**config.mk**
```make
export PLATFORM = sky130hd
export DESIGN_NAME = keyed_wdt
export DESIGN_NICKNAME = d
export VERILOG_FILES = /design/src/rtl/kwdt_pkg.sv /design/src/rtl/kwdt_lock.sv /design/src/rtl/kwdt_counter.sv /design/src/rtl/keyed_wdt.sv
export SDC_FILE = /design/constraint.sdc
export NUM_CORES = 1
export LEC_CHECK = 0
export ABC_AREA = 1
export BUFFER_PORTS_ARGS = -buffer_cell sky130_fd_sc_hd__buf_4
export CORE_MARGIN = 4
export CORE_UTILIZATION = 60
export CTS_CLUSTER_SIZE = 25
export DETAILED_ROUTE_END_ITERATION = 7
export GPL_TIMING_DRIVEN = 0
export HOLD_SLACK_MARGIN = 0.03
export PLACE_DENSITY = 0.9
export SYNTH_ARGS = -nofsm -noshare
export SYNTH_HDL_FRONTEND = slang
export SYNTH_SLANG_ARGS = --single-unit
```
**constraint.sdc**
```tcl
create_clock -name clk_i -period 3.7 [get_ports clk_i]
set_input_delay 0.37 -clock clk_i [delete_from_list [all_inputs] [get_ports clk_i]]
set_output_delay 0.37 -clock clk_i [all_outputs]
set_load 0.02 [all_outputs]
```
**src/rtl/kwdt_pkg.sv**
```systemverilog
`timescale 1ns/1ps
package kwdt_pkg;
  localparam logic [5:0]  OFF_CFG  = 6'h00;
  localparam logic [5:0]  OFF_CNT  = 6'h08;
  localparam logic [5:0]  OFF_SCL  = 6'h10;
  localparam logic [5:0]  OFF_FEED = 6'h18;
  localparam logic [5:0]  OFF_KEY  = 6'h1C;
  localparam logic [5:0]  OFF_CMP  = 6'h20;
  localparam logic [31:0] UNLOCK_WORD = 32'h0051_F15E;
  localparam logic [31:0] FEED_WORD   = 32'h0D09_F00D;
  localparam int unsigned CFG_SCALE_LSB = 0;
  localparam int unsigned CFG_RSTEN     = 8;
  localparam int unsigned CFG_ZERO      = 9;
  localparam int unsigned CFG_ALWAYS    = 12;
  localparam int unsigned CFG_AWAKE     = 13;
  localparam int unsigned CFG_IP        = 28;
endpackage

```
**src/rtl/kwdt_lock.sv**
```systemverilog
`timescale 1ns/1ps
module kwdt_lock (
  input  logic clk_i,
  input  logic rst_ni,
  input  logic wr_i,
  input  logic key_match_i,
  output logic unlocked_o
);
  // every write re-arms or drops the single-use unlock
  always_ff @(posedge clk_i or negedge rst_ni) begin
    if (!rst_ni)   unlocked_o <= 1'b0;
    else if (wr_i) unlocked_o <= key_match_i;
  end

  a_r2_one_shot: assert property (@(posedge clk_i) disable iff (!rst_ni)
    wr_i && !key_match_i |=> !unlocked_o);
  a_r2_key_opens: assert property (@(posedge clk_i) disable iff (!rst_ni)
    wr_i && key_match_i |=> unlocked_o);
  a_r3_idle_holds: assert property (@(posedge clk_i) disable iff (!rst_ni)
    !wr_i |=> $stable(unlocked_o));
endmodule

```
**src/rtl/kwdt_counter.sv**
```systemverilog
`timescale 1ns/1ps
module kwdt_counter #(
  parameter int unsigned CNT_W   = 31,
  parameter int unsigned WIN_W   = 16,
  parameter int unsigned SCALE_W = 4
) (
  input  logic               clk_i,
  input  logic               rst_ni,
  input  logic               load_i,
  input  logic [CNT_W-1:0]   load_val_i,
  input  logic               clr_i,
  input  logic               inc_i,
  input  logic [SCALE_W-1:0] scale_i,
  output logic [CNT_W-1:0]   cnt_o,
  output logic [WIN_W-1:0]   scaled_o
);
  logic [CNT_W-1:0] shifted;

  always_ff @(posedge clk_i or negedge rst_ni) begin
    if (!rst_ni)     cnt_o <= '0;
    else if (load_i) cnt_o <= load_val_i;
    else if (clr_i)  cnt_o <= '0;
    else if (inc_i)  cnt_o <= cnt_o + 1'b1;
  end

  always_comb begin
    shifted  = cnt_o >> scale_i;
    scaled_o = shifted[WIN_W-1:0];
  end

  a_r8_hold: assert property (@(posedge clk_i) disable iff (!rst_ni)
    !load_i && !clr_i && !inc_i |=> $stable(cnt_o));
  a_r8_step: assert property (@(posedge clk_i) disable iff (!rst_ni)
    inc_i && !load_i && !clr_i |=> cnt_o == $past(cnt_o) + 1'b1);
  a_r10_clear: assert property (@(posedge clk_i) disable iff (!rst_ni)
    clr_i && !load_i |=> cnt_o == '0);
endmodule

```
**src/rtl/keyed_wdt.sv**
```systemverilog
`timescale 1ns/1ps
module keyed_wdt
  import kwdt_pkg::*;
#(
  parameter int unsigned ADDR_W  = 6,
  parameter int unsigned DATA_W  = 32,
  parameter int unsigned CNT_W   = 31,
  parameter int unsigned WIN_W   = 16,
  parameter int unsigned SCALE_W = 4
) (
  input  logic              clk_i,
  input  logic              rst_ni,
  input  logic              tick_i,
  input  logic              core_awake_i,
  input  logic [ADDR_W-1:0] addr_i,
  input  logic              we_i,
  input  logic [DATA_W-1:0] wdata_i,
  output logic [DATA_W-1:0] rdata_o,
  output logic              irq_o,
  output logic              rst_req_o
);
  localparam logic [ADDR_W-1:0] A_CFG  = ADDR_W'(OFF_CFG);
  localparam logic [ADDR_W-1:0] A_CNT  = ADDR_W'(OFF_CNT);
  localparam logic [ADDR_W-1:0] A_SCL  = ADDR_W'(OFF_SCL);
  localparam logic [ADDR_W-1:0] A_FEED = ADDR_W'(OFF_FEED);
  localparam logic [ADDR_W-1:0] A_KEY  = ADDR_W'(OFF_KEY);
  localparam logic [ADDR_W-1:0] A_CMP  = ADDR_W'(OFF_CMP);

  logic sel_cfg, sel_cnt, sel_feed, sel_key, sel_cmp;
  logic unlocked, wr_ok, feed_ok, run, inc, hit;
  logic [DATA_W-1:0] cfg_q;
  logic [WIN_W-1:0]  cmp_q;
  logic [CNT_W-1:0]  cnt;
  logic [WIN_W-1:0]  scaled;

  assign sel_cfg  = addr_i == A_CFG;
  assign sel_cnt  = addr_i == A_CNT;
  assign sel_feed = addr_i == A_FEED;
  assign sel_key  = addr_i == A_KEY;
  assign sel_cmp  = addr_i == A_CMP;

  kwdt_lock u_lock (
    .clk_i       (clk_i),
    .rst_ni      (rst_ni),
    .wr_i        (we_i),
    .key_match_i (sel_key && wdata_i == DATA_W'(UNLOCK_WORD)),
    .unlocked_o  (unlocked)
  );

  assign wr_ok   = we_i && unlocked && !sel_key;
  assign feed_ok = wr_ok && sel_feed && wdata_i == DATA_W'(FEED_WORD);
  assign run     = cfg_q[CFG_ALWAYS] || (cfg_q[CFG_AWAKE] && core_awake_i);
  assign inc     = tick_i && run;
  assign hit     = scaled >= cmp_q;

  kwdt_counter #(.CNT_W(CNT_W), .WIN_W(WIN_W), .SCALE_W(SCALE_W)) u_cnt (
    .clk_i      (clk_i),
    .rst_ni     (rst_ni),
    .load_i     (wr_ok && sel_cnt),
    .load_val_i (wdata_i[CNT_W-1:0]),
    .clr_i      (feed_ok || (hit && cfg_q[CFG_ZERO])),
    .inc_i      (inc),
    .scale_i    (cfg_q[CFG_SCALE_LSB +: SCALE_W]),
    .cnt_o      (cnt),
    .scaled_o   (scaled)
  );

  // hardware set of pending overrides a same-edge software clear
  always_ff @(posedge clk_i or negedge rst_ni) begin
    if (!rst_ni) begin
      cfg_q <= '0;
      cmp_q <= '1;
    end else begin
      if (wr_ok && sel_cfg) cfg_q <= wdata_i;
      if (hit) cfg_q[CFG_IP] <= 1'b1;
      if (wr_ok && sel_cmp) cmp_q <= wdata_i[WIN_W-1:0];
    end
  end

  always_comb begin
    case (addr_i)
      A_CFG:   rdata_o = cfg_q;
      A_CNT:   rdata_o = DATA_W'(cnt);
      A_SCL:   rdata_o = DATA_W'(scaled);
      A_KEY:   rdata_o = DATA_W'(unlocked);
      A_CMP:   rdata_o = DATA_W'(cmp_q);
      default: rdata_o = '0;
    endcase
  end

  assign irq_o     = cfg_q[CFG_IP];
  assign rst_req_o = cfg_q[CFG_IP] && cfg_q[CFG_RSTEN];

  a_r3_locked_cmp: assert property (@(posedge clk_i) disable iff (!rst_ni)
    we_i && !unlocked |=> $stable(cmp_q));
  a_r3_locked_cnt: assert property (@(posedge clk_i) disable iff (!rst_ni)
    we_i && !unlocked && !inc && !hit |=> $stable(cnt));
  a_r9_hit_sets_ip: assert property (@(posedge clk_i) disable iff (!rst_ni)
    hit |=> irq_o);
  a_r11_ip_sticky: assert property (@(posedge clk_i) disable iff (!rst_ni)
    irq_o && !(wr_ok && sel_cfg && !wdata_i[CFG_IP]) |=> irq_o);
  a_r12_rst_req: assert property (@(posedge clk_i) disable iff (!rst_ni)
    hit && cfg_q[CFG_RSTEN] && !(wr_ok && sel_cfg) |=> rst_req_o);
  a_r10_zero_on_hit: assert property (@(posedge clk_i) disable iff (!rst_ni)
    hit && cfg_q[CFG_ZERO] && !(wr_ok && sel_cnt) |=> cnt == '0);
endmodule

```
Word level (Yosys, flattened, before mapping)
Index checks and enable logic that the tools add are counted.
{ "op_classes": {"add_sub_neg": 1, "order_cmp": 1, "eq_ne": 7, "shifts": 1, "mux": 6, "n_reduce_logical": 18} }
{ "op_table": {"columns": ["cell", "n"], "rows": [
  ["$pmux W32 S5", 1],
  ["$mux W31", 3],
  ["$eq A32 B23 Y1 const B", 1],
  ["$eq A32 B28 Y1 const B", 1],
  ["$add A31 B1 Y31 const B", 1],
  ["$shr A31 B4 Y16", 1],
  ["$mux W29", 1],
  ["$eq A6 B5 Y1 const B", 3],
  ["$ge A16 B16 Y1", 1],
  ["$logic_and A1 B1 Y1", 12],
  ["$eq A6 B4 Y1 const B", 1],
  ["$eq A6 B6 Y1 const B", 1],
  ["$logic_not A6 Y1", 1],
  ["$reduce_bool A3 Y1", 1],
  ["$logic_or A1 B1 Y1", 2],
  ["$reduce_bool A2 Y1", 1],
  ["$logic_not A1 Y1", 1],
  ["$mux W1", 1]
]} }
{ "totals": {"regBits": 80, "input_bits": 43} }

Logic depth before layout (Yosys ltp)
Gate-level depths: netlist (run 1).
{ "logic_depth": {"ltp_word": 8, "ltp_mapped": 25, "mapped_depth_nobuf": 22} }

Cells and area by module
A second synthesis (run 1) with hierarchy kept.
{ "hier_totals": {"cells_unflattened": 1012, "hier_area_um2": 6547.5} }
{ "by_module_without_submodules": {"columns": ["mod", "instances", "cells_each", "area_each_um2"], "rows": [
  ["kwdt_counter", 1, 580, 3345.7],
  ["keyed_wdt", 1, 427, 3161.8],
  ["kwdt_lock", 1, 5, 40.0]
]} }

Worst setup path before layout (run 1)
No wires, ideal clock.
{ "synth_timing": {"path_type": "register to register", "startpoint": "reg cfg_q[0]", "endpoint": "reg u_cnt.cnt_o[7]", "setup_ns": 0.065, "arrival_time_ns": 2.631, "t_required_ns": 3.635, "path_slack_ns": 1.004, "stages_incl_launch_ff": 22, "n_path_buf": 4, "path_cell_list": "dfrtp_1 > buf_4 > buf_6 > o21ai_0 > nand2_1 > nand2_1 > nor2_1 > a31oi_1 > nand2_1 > o21ai_1 > ha_1 > a21oi_1 > o21a_1 > nand2_1 > nand2_1 > nand2_1 > nand2_1 > and2_1 > buf_2 > buf_6 > nand3_1 > nand2_1"} }
{ "synth_between": {"elab_chain_len": 6, "elab_cells_between_ends": 7, "cone_classes": "order compare (1); shift (1); mux (2); reduce/logical (3)"} }
{ "synth_rtl": {"columns": ["item", "line_no", "source"], "rows": [
  ["start: declaration", "keyed_wdt.sv:31", "logic [DATA_W-1:0] cfg_q;"],
  ["start signal: assignment", "keyed_wdt.sv:74", "if (wr_ok && sel_cfg) cfg_q <= wdata_i;"],
  ["$shr A31 B4 Y16 (*)", "kwdt_counter.sv:27", "shifted = cnt_o >> scale_i;"],
  ["$ge A16 B16 Y1 (*)", "keyed_wdt.sv:54", "assign hit = scaled >= cmp_q;"],
  ["$logic_and A1 B1 Y1 (*)", "keyed_wdt.sv:61", ".clr_i (feed_ok || (hit && cfg_q[CFG_ZERO])),"],
  ["$logic_or A1 B1 Y1 (*)", "keyed_wdt.sv:61", null],
  ["$mux W31", "kwdt_counter.sv:22", "else if (clr_i) cnt_o <= '0;"],
  ["$mux W31", "kwdt_counter.sv:21", "else if (load_i) cnt_o <= load_val_i;"],
  ["end signal: assignment", "kwdt_counter.sv:21", null],
  ["end signal: assignment", "kwdt_counter.sv:23", "else if (inc_i) cnt_o <= cnt_o + 1'b1;"],
  ["end: declaration", "kwdt_counter.sv:14", "output logic [CNT_W-1:0] cnt_o,"]
]} }
Mark *: on every way between the ends. The rest lies on a longest branch, timed or not.
A chain may end at the register's enable or synchronous reset.

Worst setup path after layout (run 1)
{ "layout_timing": {"startpoint": "reg u_cnt.cnt_o[11]", "endpoint": "reg u_cnt.cnt_o[13]"} }
{ "layout_between": {"elab_chain_len": 6, "elab_cells_between_ends": 9, "cone_classes": "add/sub (1); order compare (1); shift (1); mux (3); reduce/logical (3)"} }
{ "layout_rtl": {"columns": ["item", "line_no"], "rows": [
  ["$shr A31 B4 Y16", "kwdt_counter.sv:27"],
  ["$ge A16 B16 Y1", "keyed_wdt.sv:54"],
  ["$logic_and A1 B1 Y1", "keyed_wdt.sv:61"],
  ["$logic_or A1 B1 Y1", "keyed_wdt.sv:61"],
  ["$mux W31", "kwdt_counter.sv:22"],
  ["$mux W31", "kwdt_counter.sv:21"]
]} }
Parallel ways exist; a longest one is shown, timed or not. The select of a mux whose other input is x is not followed.

==> impl_results.md, run 1 <==
- Setup-failing EPs final: 0
- Flops & latches, synth: 80
- Grt total ovfl: 0
- Vias in the first global route: 7434
- Commonest non-fill, non-tap cell in the layout: nand2_1
- Htree depth: 3
- Fill cell count: 998
- P_sw: 0.4949 mW
- Pin count of the biggest net entering global routing: 81
- Clock power share: 46.8%
- Fmax: approximately 0.29 GHz
- CTS sink count: 80
- WS Path Type: flip-flop to flip-flop
- Register area share after synthesis: 29.77%
- Global Route met2 Usage: about three fifths
- Pleak: approximately 3.8 nW
- Tcrit/Tclk final: 93.42%
- GR peak layer: met2
- Synth warn: 0
- Total negative slack: 0 ps
- Max-slew violations: 0
- Post-DRT Antenna Nets: 0
- Switching part of the total: between 20 and 25%
- Site row count: 38
- Setup skew after layout: between 8 and 9 ps
- Most frequent cells in the layout: nand2_1 (421), nor2_1 (109), o21ai_0 (100)
- Total routed wirelength: 25380 um
- Core region area: 10940 um^2
- Met1 usage: 56.26%
- RSZ-0062 raised after global routing: no
- IO Count: 77
- Vias per inst: 6.058
- Status: finished clean
- Slew headroom: a little under a third
- Least-Margin Pin Slew: 1043 ps
- Critical path arrival: 3730 ps
- Starting density of the core: 62.11%
- Die Wd: 114.4 um
- Tmin final: 3456 ps
- Initial DRC Count: between 1000 and 1500
- First-pass GRT wire length: 39470 um
- Crit path max fanout: 10
- DRC errors left: 0
- Routed vias: 8124
- Pre-CTS setup slack: roughly 170 ps
- Startpoint types: flip-flop
- Total CTS buffers: 9
- IR drop worst, VDD: 0.2541 mV
- Final WS setup: 243.6 ps
- Syn nets: 1167
- Drt pass-1 iters: 5
- Hold violation total from the final report: 0
- Placer Congestion: between 1 and 1.5
- Share of cells above drive strength 1: 14.58%
- Hold_buf cts: 0
- Critical Path RT: 3970 ps
- Logic gate share of total power: 8.3%
- Total GRT Usage: between 30% and 40%
- Grt met3 use: ~6.7%
- Die H: 114.4 um
- Synth unique cells: 39
- Hpwl dp: 19360 um
- Die area: 13090 um^2
- DR WL/cell: 18.93 um
- Clk_lat worst skew: 340 ps
- Area added between synthesis and finish: 15.90%
- Root Buffer: clkbuf_16
- Cell area after synthesis: 6792 um^2
- Initial antenna violation count: 0
- P_int: between 1 and 1.5 mW
- HP Class: input port to async pin
- Buffers on Ports: 76
- PwrDens: 252.3 nW/um^2
- NumNets Final: 1255
- Synth Area per Inst: 6.135 um^2
- Post-Synthesis Cells: 1107
- Reg clk slew, reported paths: 60 ps
- Sequential Power Share: 44.9%
- CP Capture Type: flip-flop
- TritonCTS clock tree: built
- CTS max path bufs: 2
- Number of max-cap violations: 0
-- cell type report --
type / count / area (um^2) / area share, %
multi-input cells: 863 / 4095 / 52.03
flip-flops and latches: 80 / 2022 / 25.69
repair buffers: 77 / 578.1 / 7.344
inverters: 103 / 386.6 / 4.912
plain buffers: 61 / 306.5 / 3.894
clock buffers: 11 / 242.7 / 3.084
well taps: 140 / 175.2 / 2.225
clock inverters: 5 / 62.56 / 0.7948
diodes: 1 / 2.502 / 0.03179
-- power groups by stage --
| stage | logic [mW] | registers [mW] | clock network [mW] |
|---|---|---|---|
| 3_5_place_dp | 0.159 | 0.906 | 0 |
| 2_1_floorplan | 0.0701 | 0.904 | 0 |
| 6_report | 0.164 | 0.891 | 0.930 |
| 4_1_cts | 0.160 | 0.890 | 0.929 |
| 3_3_place_gp | 0.156 | 0.906 | 0 |
| 5_1_grt | 0.184 | 0.891 | 0.954 |
-- synth_stat cells --
| cell | instances | area (um^2) |
|---|---|---|
| o211ai_1 | 7 | 52.55 |
| xor2_1 | 8 | 70.07 |
| nor4_1 | 3 | 18.77 |
| ha_1 | 17 | 212.7 |
| nor2_4 | 4 | 45.04 |
| a21oi_1 | 14 | 70.07 |
| nand2_1 | 422 | 1584 |
| clkinv_1 | 2 | 7.510 |
| o22ai_1 | 3 | 18.77 |
| a221oi_1 | 11 | 96.34 |
| clkbuf_1 | 24 | 90.09 |
| dfstp_2 | 16 | 420.4 |
| buf_2 | 28 | 140.1 |
| nand4_1 | 9 | 56.30 |
| mux2i_1 | 3 | 30.03 |
| o21a_1 | 6 | 45.04 |
| o2111ai_1 | 1 | 8.760 |
| o21ai_0 | 104 | 520.5 |
| buf_6 | 5 | 56.30 |
| inv_1 | 97 | 364.1 |
| nand2_2 | 2 | 12.51 |
| nor3_1 | 7 | 35.03 |
| nand3_2 | 11 | 110.1 |
| o21ai_1 | 17 | 85.08 |
| nor3_2 | 1 | 10.01 |
| a21oi_2 | 1 | 8.760 |
| nor2_2 | 4 | 25.02 |
| buf_1 | 3 | 11.26 |
| a31oi_1 | 6 | 37.54 |
| xnor2_1 | 2 | 17.52 |
| a22oi_1 | 3 | 22.52 |
| and2_1 | 1 | 6.260 |
| buf_4 | 1 | 7.510 |
| nor3b_1 | 1 | 7.510 |
| mux2_1 | 5 | 56.30 |
| nand3_1 | 81 | 405.4 |
| inv_2 | 4 | 15.01 |
| nor2_1 | 109 | 409.1 |
| dfrtp_1 | 64 | 1602 |
-- final timing paths --
check | start | end | slack [ps] | depth (start not counted)
max in group asynchronous | rst_ni | u_cnt.cnt_o[20] | 2820 | 1
min in group clk_i | we_i | u_lock.unlocked_o | 270 | 2
setup / recovery | u_cnt.cnt_o[11] | u_cnt.cnt_o[13] | 240 | 19
setup reg to reg | u_cnt.cnt_o[11] | u_cnt.cnt_o[13] | 240 | 19
hold / removal | rst_ni | cfg_q[9] | 200 | 1
hold reg to reg | cfg_q[15] | cfg_q[15] | 490 | 2
-- flip-flops by register name, summed over array words and instances (netlist names) --
name and cells:
u_lock.unlocked_o 1, cmp_q 16, u_cnt.cnt_o 31, cfg_q 32
-- worst max-delay path, cell delays in order, from the launching register on --
cell and delay, ps:
dfrtp_1 540, inv_1 110, o21ai_0 260, nand2_1 90, nand2_1 120, nor2_1 50
a31oi_1 320, nand2_1 110, o21ai_2 140, ha_1 300, a21oi_1 140, o21ai_0 100
a21oi_1 200, nand2_1 90, nand2_2 160, and2_1 150, buf_2 160, buf_6 150
nand3_1 90, nand2_1 100
-- timing repair --
action,in CTS,in global routing
buffers inserted,0,1
setup endpoints to repair,0,31
resized for setup,0,10
-- layer usage --
layer  wire length (um)  up-vias
met5                  0        -
met4               1283        0
met3               3017       96
met2              10800      576
met1              10280     3712
li1                   -     3740
-- stage by stage --
stage | instance area, um^2 | instances | hold WS [ps] | util [%] | total power, mW
floorplan | 6792 | 1107 | 74.41 | - | 0.9739
global placement | 7537 | 1323 | 467.1 | 68.92 | 1.062
detailed placement | 7537 | 1323 | 474.3 | 68.92 | 1.065
CTS | 7843 | 1339 | 245.5 | 71.72 | 1.979
global route | 7869 | 1340 | 285.0 | 71.96 | 2.030
finish | 7871 | 1341 | 204.7 | 71.98 | 1.986
-- kinds of logic (layout without fill, tap and decap cells) --
family          after synthesis  count (layout)  share of synthesized area, %
flops                        80              80                         29.77
other cells                   0               1                             0
compound gates              173             173                         14.22
buf+inv                     164             257                         10.19
simple gates                655             655                         40.13
mux                           8               8                         1.271
fa+ha+maj                    17              17                         3.132
xor+xnor                     10              10                         1.290
Power figures use the tool's default switching activity.
==> run 2: changes to the inputs <==
BUFFER_PORTS_ARGS = -buffer_cell sky130_fd_sc_hd__buf_2   (was -buffer_cell sky130_fd_sc_hd__buf_4)
==> impl_results.md, run 2 (synthesis gave the netlist of run 1 again) <==
- Status: finished clean
- Slowest stage cell, crit path: dfrtp_1
- CTS sink count: 80
- Critical Path RT: 3920 ps
- Share of cells above drive strength 1: 14.74%
- Max reg flops: 32
- CP top delay family: simple AND/OR/NAND/NOR gates
- IR drop worst, VDD: ~0.20 mV
- TritonCTS clock tree: built
- Grt met3 use: 11.79%
- Reg area: 2024 um^2
- Initial antenna violation count: 0
- WHS: 278.2 ps
- DR WL/cell: approximately 19 um
- Global Route met2 Usage: 57.16%
- Total CTS buffers: 9
- Fill cell count: 971
- Final Cell Area: 7751 um^2
- Root Buffer: clkbuf_16
- Clk_lat worst skew: 340 ps
- Die area: 13090 um^2
- Initial DRC Count: 996
- Max-slew violations: 0
- HP Class: input port to flip-flop
- Multi-input gate area: 4099 um^2
- Critical path cell sequence: inv_1, o21ai_1, nand2_1, nand2_1, nor2_1, a31oi_1, nand2_1, o21ai_1, ha_1, a21oi_1, o21a_1, nand2_1, nand2_1, nand2_1, nand2_2, nand3_1, buf_2, nand2_1, nand2_1
- CTS max path bufs: 2
- Most used cell, CP: nand2_1
- DRC errors left: 0
- Hpwl dp: 19380 um
- Placer Congestion: 1.032
- Area added between synthesis and finish: 14.13%
- Total routed wirelength: 25140 um
- Top flop regs: cfg_q x32, u_cnt.cnt_o x31, cmp_q x16
- Die H: between 100 and 150 um
- Top reg by flops: cfg_q
- NumNets Final: approximately 1300
- Critical Path Max Stage Delay: 540 ps
- Tcrit/Tclk final: 93.02%
- Die Wd: ~110 um
- Number of max-cap violations: 0
- Core region area: 10940 um^2
- CP Capture Type: flip-flop
- Grt total ovfl: 0
- Starting density of the core: 62.11%
- Least-Margin Pin Slew: 746.4 ps
- Vias in the first global route: 7432
- RSZ-0062 raised after global routing: no
- Site row count: 38
- Total negative slack: 0 ps
- Total GRT Usage: 38.68%
- Pin count of the biggest net entering global routing: 54
- PwrDens: 269.2 nW/um^2
- Startpoint types: flip-flop
- WS Path Type: flip-flop to flip-flop
- Antenna Cells: 0
- Buffers on Ports: 76
- Commonest non-fill, non-tap cell in the layout: nand2_1
- WP buf/inv: 2
- Most frequent cells in the layout: nand2_1 (421), nor2_1 (109), buf_2 (103)
- Routed vias: 8066
- Vias per inst: 6.015
- Setup skew after layout: 11.97 ps
- GR peak layer: met2
- Fmax: 0.2906 GHz
- First-pass GRT wire length: 39000 um
- IO Count: 77
- Post-CTS setup buffers: 0
- Pleak: 3.762 nW
- Setup-failing EPs final: 0
- Cell Area, Placed: between 7000 and 8000 um^2
- Htree depth: 3
- Critical path arrival: ~3700 ps
- Met1 usage: between 50% and 60%
- Reg clk slew, reported paths: ~70 ps
- Post-DRT Antenna Nets: 0
- Crit path max fanout: 10
- Slew headroom: 50.24%
- Tmin final: 3442 ps
- Drt pass-1 iters: 8
- Hold violation total from the final report: 0
run 2: worst reg2reg max path, cell delays in order (launching register included):
cell and delay, ps:
dfrtp_1 540, inv_1 140, o21ai_1 230, nand2_1 110
nand2_1 80, nor2_1 40, a31oi_1 250, nand2_1 80
o21ai_1 190, ha_1 310, a21oi_1 210, o21a_1 160
nand2_1 90, nand2_1 90, nand2_1 70, nand2_2 150
nand3_1 180, buf_2 250, nand2_1 100, nand2_1 50
run 2: report_power, final:
part	switching (mW)	total (mW)	internal [mW]
logic	0.103	0.157	0.0533
clock network	0.377	1.04	0.662
registers	0.00908	0.891	0.882
total	0.489	2.09	1.60
run 2: layer usage:
| metal | up-vias | part of all wire (%) |
|---|---|---|
| li1 | 3729 | - |
| met1 | 3706 | 40 |
| met3 | 89 | 13 |
| met5 | - | 0 |
| met4 | 0 | 3.9 |
| met2 | 542 | 43 |
run 2: per-stage QoR:
stage / utilization, % / power (mW) / setup WS [ps] / std cells
after CTS: 70.65 / 2.073 / 133.8 / 1341
after global routing: 70.88 / 2.139 / 77.82 / 1341
after detailed placement: 67.46 / 1.056 / 189.7 / 1324
after global placement: 67.19 / 1.049 / 231.7 / 1323
after floorplan: - / 0.9739 / 1004 / 1107
final: 70.88 / 2.086 / 258.4 / 1341
run 2: final timing paths:
kind / startpoint / to / slack (ps) / cells after the start
worst min register to register: cfg_q[30] / cfg_q[30] / 490 / 2
worst max register to register: u_cnt.cnt_o[13] / u_cnt.cnt_o[0] / 260 / 19
max in group asynchronous: rst_ni / cmp_q[13] / 2510 / 3
min in group asynchronous: rst_ni / u_lock.unlocked_o / 550 / 2
worst min-delay path: we_i / u_lock.unlocked_o / 280 / 2
worst max-delay path: u_cnt.cnt_o[13] / u_cnt.cnt_o[0] / 260 / 19
run 2: final cells by class:
type | instances | area share (%)
buffer | 61 | 3.955
timing repair buffer | 78 | 5.424
sequential | 80 | 26.12
tap | 140 | 2.260
clock inverter | 5 | 1.372
clock buffer | 11 | 3.002
inverter | 103 | 4.988
multi-input combinational | 863 | 52.88
run 2: what timing repair did:
item / CTS / global route
endpoints found under the hold margin: 16 / 0
endpoints found under the setup margin: 0 / 31
resized for setup: 0 / 14
hold buffers: 1 / 0
==> run 3: changes to the inputs <==
CTS_BUF_LIST = sky130_fd_sc_hd__clkbuf_16   (was unset)
==> impl_results.md, run 3 (synthesis gave the netlist of run 1 again) <==
- DR WL/cell: 18.75 um
- Number of max-cap violations: 0
- Fmax: between 0.2 and 0.3 GHz
- Beginning of the critical path: u_cnt.cnt_o[13]
- Core region area: around 11000 um^2
- CTS sink count: 80
- Critical Path Max Stage Delay: about 520 ps
- Setup skew after layout: 13.66 ps
- Most used cell, CP: nand2_1
- Vias per inst: between 5 and 6
- Initial antenna violation count: 0
- Status: finished clean
- Share of cells above drive strength 1: 14.74%
- Placer Congestion: between 1 and 1.5
- WS Path Type: flip-flop to flip-flop
- Top flop regs: cfg_q x32, u_cnt.cnt_o x31, cmp_q x16
- Pin count of the biggest net entering global routing: 54
- Commonest non-fill, non-tap cell in the layout: nand2_1
- Total negative slack: 0 ps
- Die H: 114.4 um
- Critical path arrival: 3680 ps
- Htree depth: 3
- Tcrit/Tclk final: roughly 93%
- Site row count: 38
- DRC errors left: 0
- Pleak: 3.770 nW
- Starting density of the core: around 62%
- Final Cell Area: 7751 um^2
- Slowest stage cell, crit path: dfrtp_1
- Die area: 13090 um^2
- Grt total ovfl: 0
- Total GRT Usage: 38.67%
- Die Wd: 114.4 um
- Fill cell count: 971
- Routed vias: around 8000
- Total routed wirelength: roughly 25000 um
- Cell count after placement: 1324
- Critical Path RT: a little under 4000 ps
- Max-slew violations: 0
- Crit path max fanout: 10
- Most frequent cells in the layout: nand2_1 (421), nor2_1 (109), buf_2 (103)
- Cell Area, Placed: 7377 um^2
- Tmin final: 3454 ps
- RSZ-0062 raised after global routing: no
- CTS max path bufs: 2
- Post-DRT Antenna Nets: 0
- Slew headroom: between 50% and 60%
- NumNets Final: 1256
- IR drop worst, VDD: 0.2063 mV
- Reg area: 2024 um^2
- Hold violation total from the final report: 0
- HP Class: input port to flip-flop
- PwrDens: 268.7 nW/um^2
- Multi-input gate area: 4099 um^2
- Reg-to-reg startpoint: u_cnt.cnt_o[13]
- CP Capture Type: flip-flop
- Setup-failing EPs final: 0
- Top reg by flops: cfg_q
- Drt pass-1 iters: 6
- Post-CTS setup buffers: 0
- Startpoint types: flip-flop
- Max reg flops: 32
- TritonCTS clock tree: built
- Least-Margin Pin Slew: just over 700 ps
- Hold Path Origin: we_i
- WP buf/inv: 2
- Area added between synthesis and finish: 14.13%
- Antenna Cells: 0
- First-pass GRT wire length: 38990 um
- Vias in the first global route: 7414
- WHS: 290.0 ps
- Critical path cell sequence: inv_1, o21ai_1, nand2_1, nand2_1, nor2_1, a31oi_1, nand2_1, o21ai_1, ha_1, a21oi_1, o21a_1, nand2_1, nand2_1, nand2_1, nand2_2, nand3_1, buf_2, nand2_1, nand2_1
- Total CTS buffers: 9
- Initial DRC Count: 1005
- Reg clk slew, reported paths: about 60 ps
- Hpwl dp: between 15000 and 20000 um
- Post-layout util: 70.88%
- Clk_lat worst skew: 350 ps
- Fin cells: 1341
- IO Count: between 70 and 80
- CP top delay family: simple AND/OR/NAND/NOR gates
- Root Buffer: clkbuf_16
- Buffers on Ports: 76
[run 3: cell types whose count changed in the layout (fill, tap and decap cells not counted), sizes merged]
| cell | before | now |
|---|---|---|
| clkbuf | 36 | 34 |
| inv | 101 | 103 |
[run 3: path summary, 6_finish.rpt]
path,end,slack [ps],depth (start not counted)
min in group asynchronous,u_lock.unlocked_o,550,2
hold reg to reg,cfg_q[30],490,2
setup reg to reg,u_cnt.cnt_o[0],250,19
max in group asynchronous,cmp_q[13],2510,3
hold / removal,u_lock.unlocked_o,290,2
setup / recovery,u_cnt.cnt_o[0],250,19
[run 3: what timing repair did]
item | in CTS | in global routing
gates resized for setup | 0 | 14
setup endpoints to repair | 0 | 31
endpoints found under the hold margin | 16 | 0
hold buffers | 1 | 0
[run 3: cell type report]
class	instances	area share (%)
inverters	103	4.988
well taps	140	2.260
clock buffers	9	2.906
flip-flops and latches	80	26.12
multi-input cells	863	52.88
clock inverters	7	1.469
plain buffers	61	3.955
repair buffers	78	5.424
[run 3: power by group]
part	switching, mW	internal [mW]
logic	0.103	0.0533
clock network	0.379	0.656
registers	0.00938	0.882
total	0.492	1.59
[run 3: worst reg2reg max path, stage by stage, from the launching register on]
cell	delay, ps
dfrtp_1	520
inv_1	140
o21ai_1	230
nand2_1	110
nand2_1	90
nor2_1	40
a31oi_1	260
nand2_1	80
o21ai_1	190
ha_1	310
a21oi_1	210
o21a_1	160
nand2_1	90
nand2_1	90
nand2_1	70
nand2_2	150
nand3_1	190
buf_2	250
nand2_1	100
nand2_1	60
[run 3: metal layers]
| layer | GRT usage [%] | wire length [um] | vias up | share of wire [%] |
|---|---|---|---|---|
| met5 | 0 | 0 | - | 0 |
| met4 | 15.68 | 1049 | 0 | 4.2 |
| met3 | 11.89 | 3157 | 90 | 13 |
| met2 | 57.08 | 10710 | 520 | 43 |
| met1 | 52.89 | 10220 | 3679 | 41 |
| li1 | - | - | 3733 | - |
[run 3: stage by stage]
stage	setup WS, ps	total power, mW
after floorplan	1004	0.9739
after global placement	231.7	1.049
after detailed placement	189.7	1.056
after CTS	133.8	2.068
after global routing	77.82	2.134
final	245.8	2.083
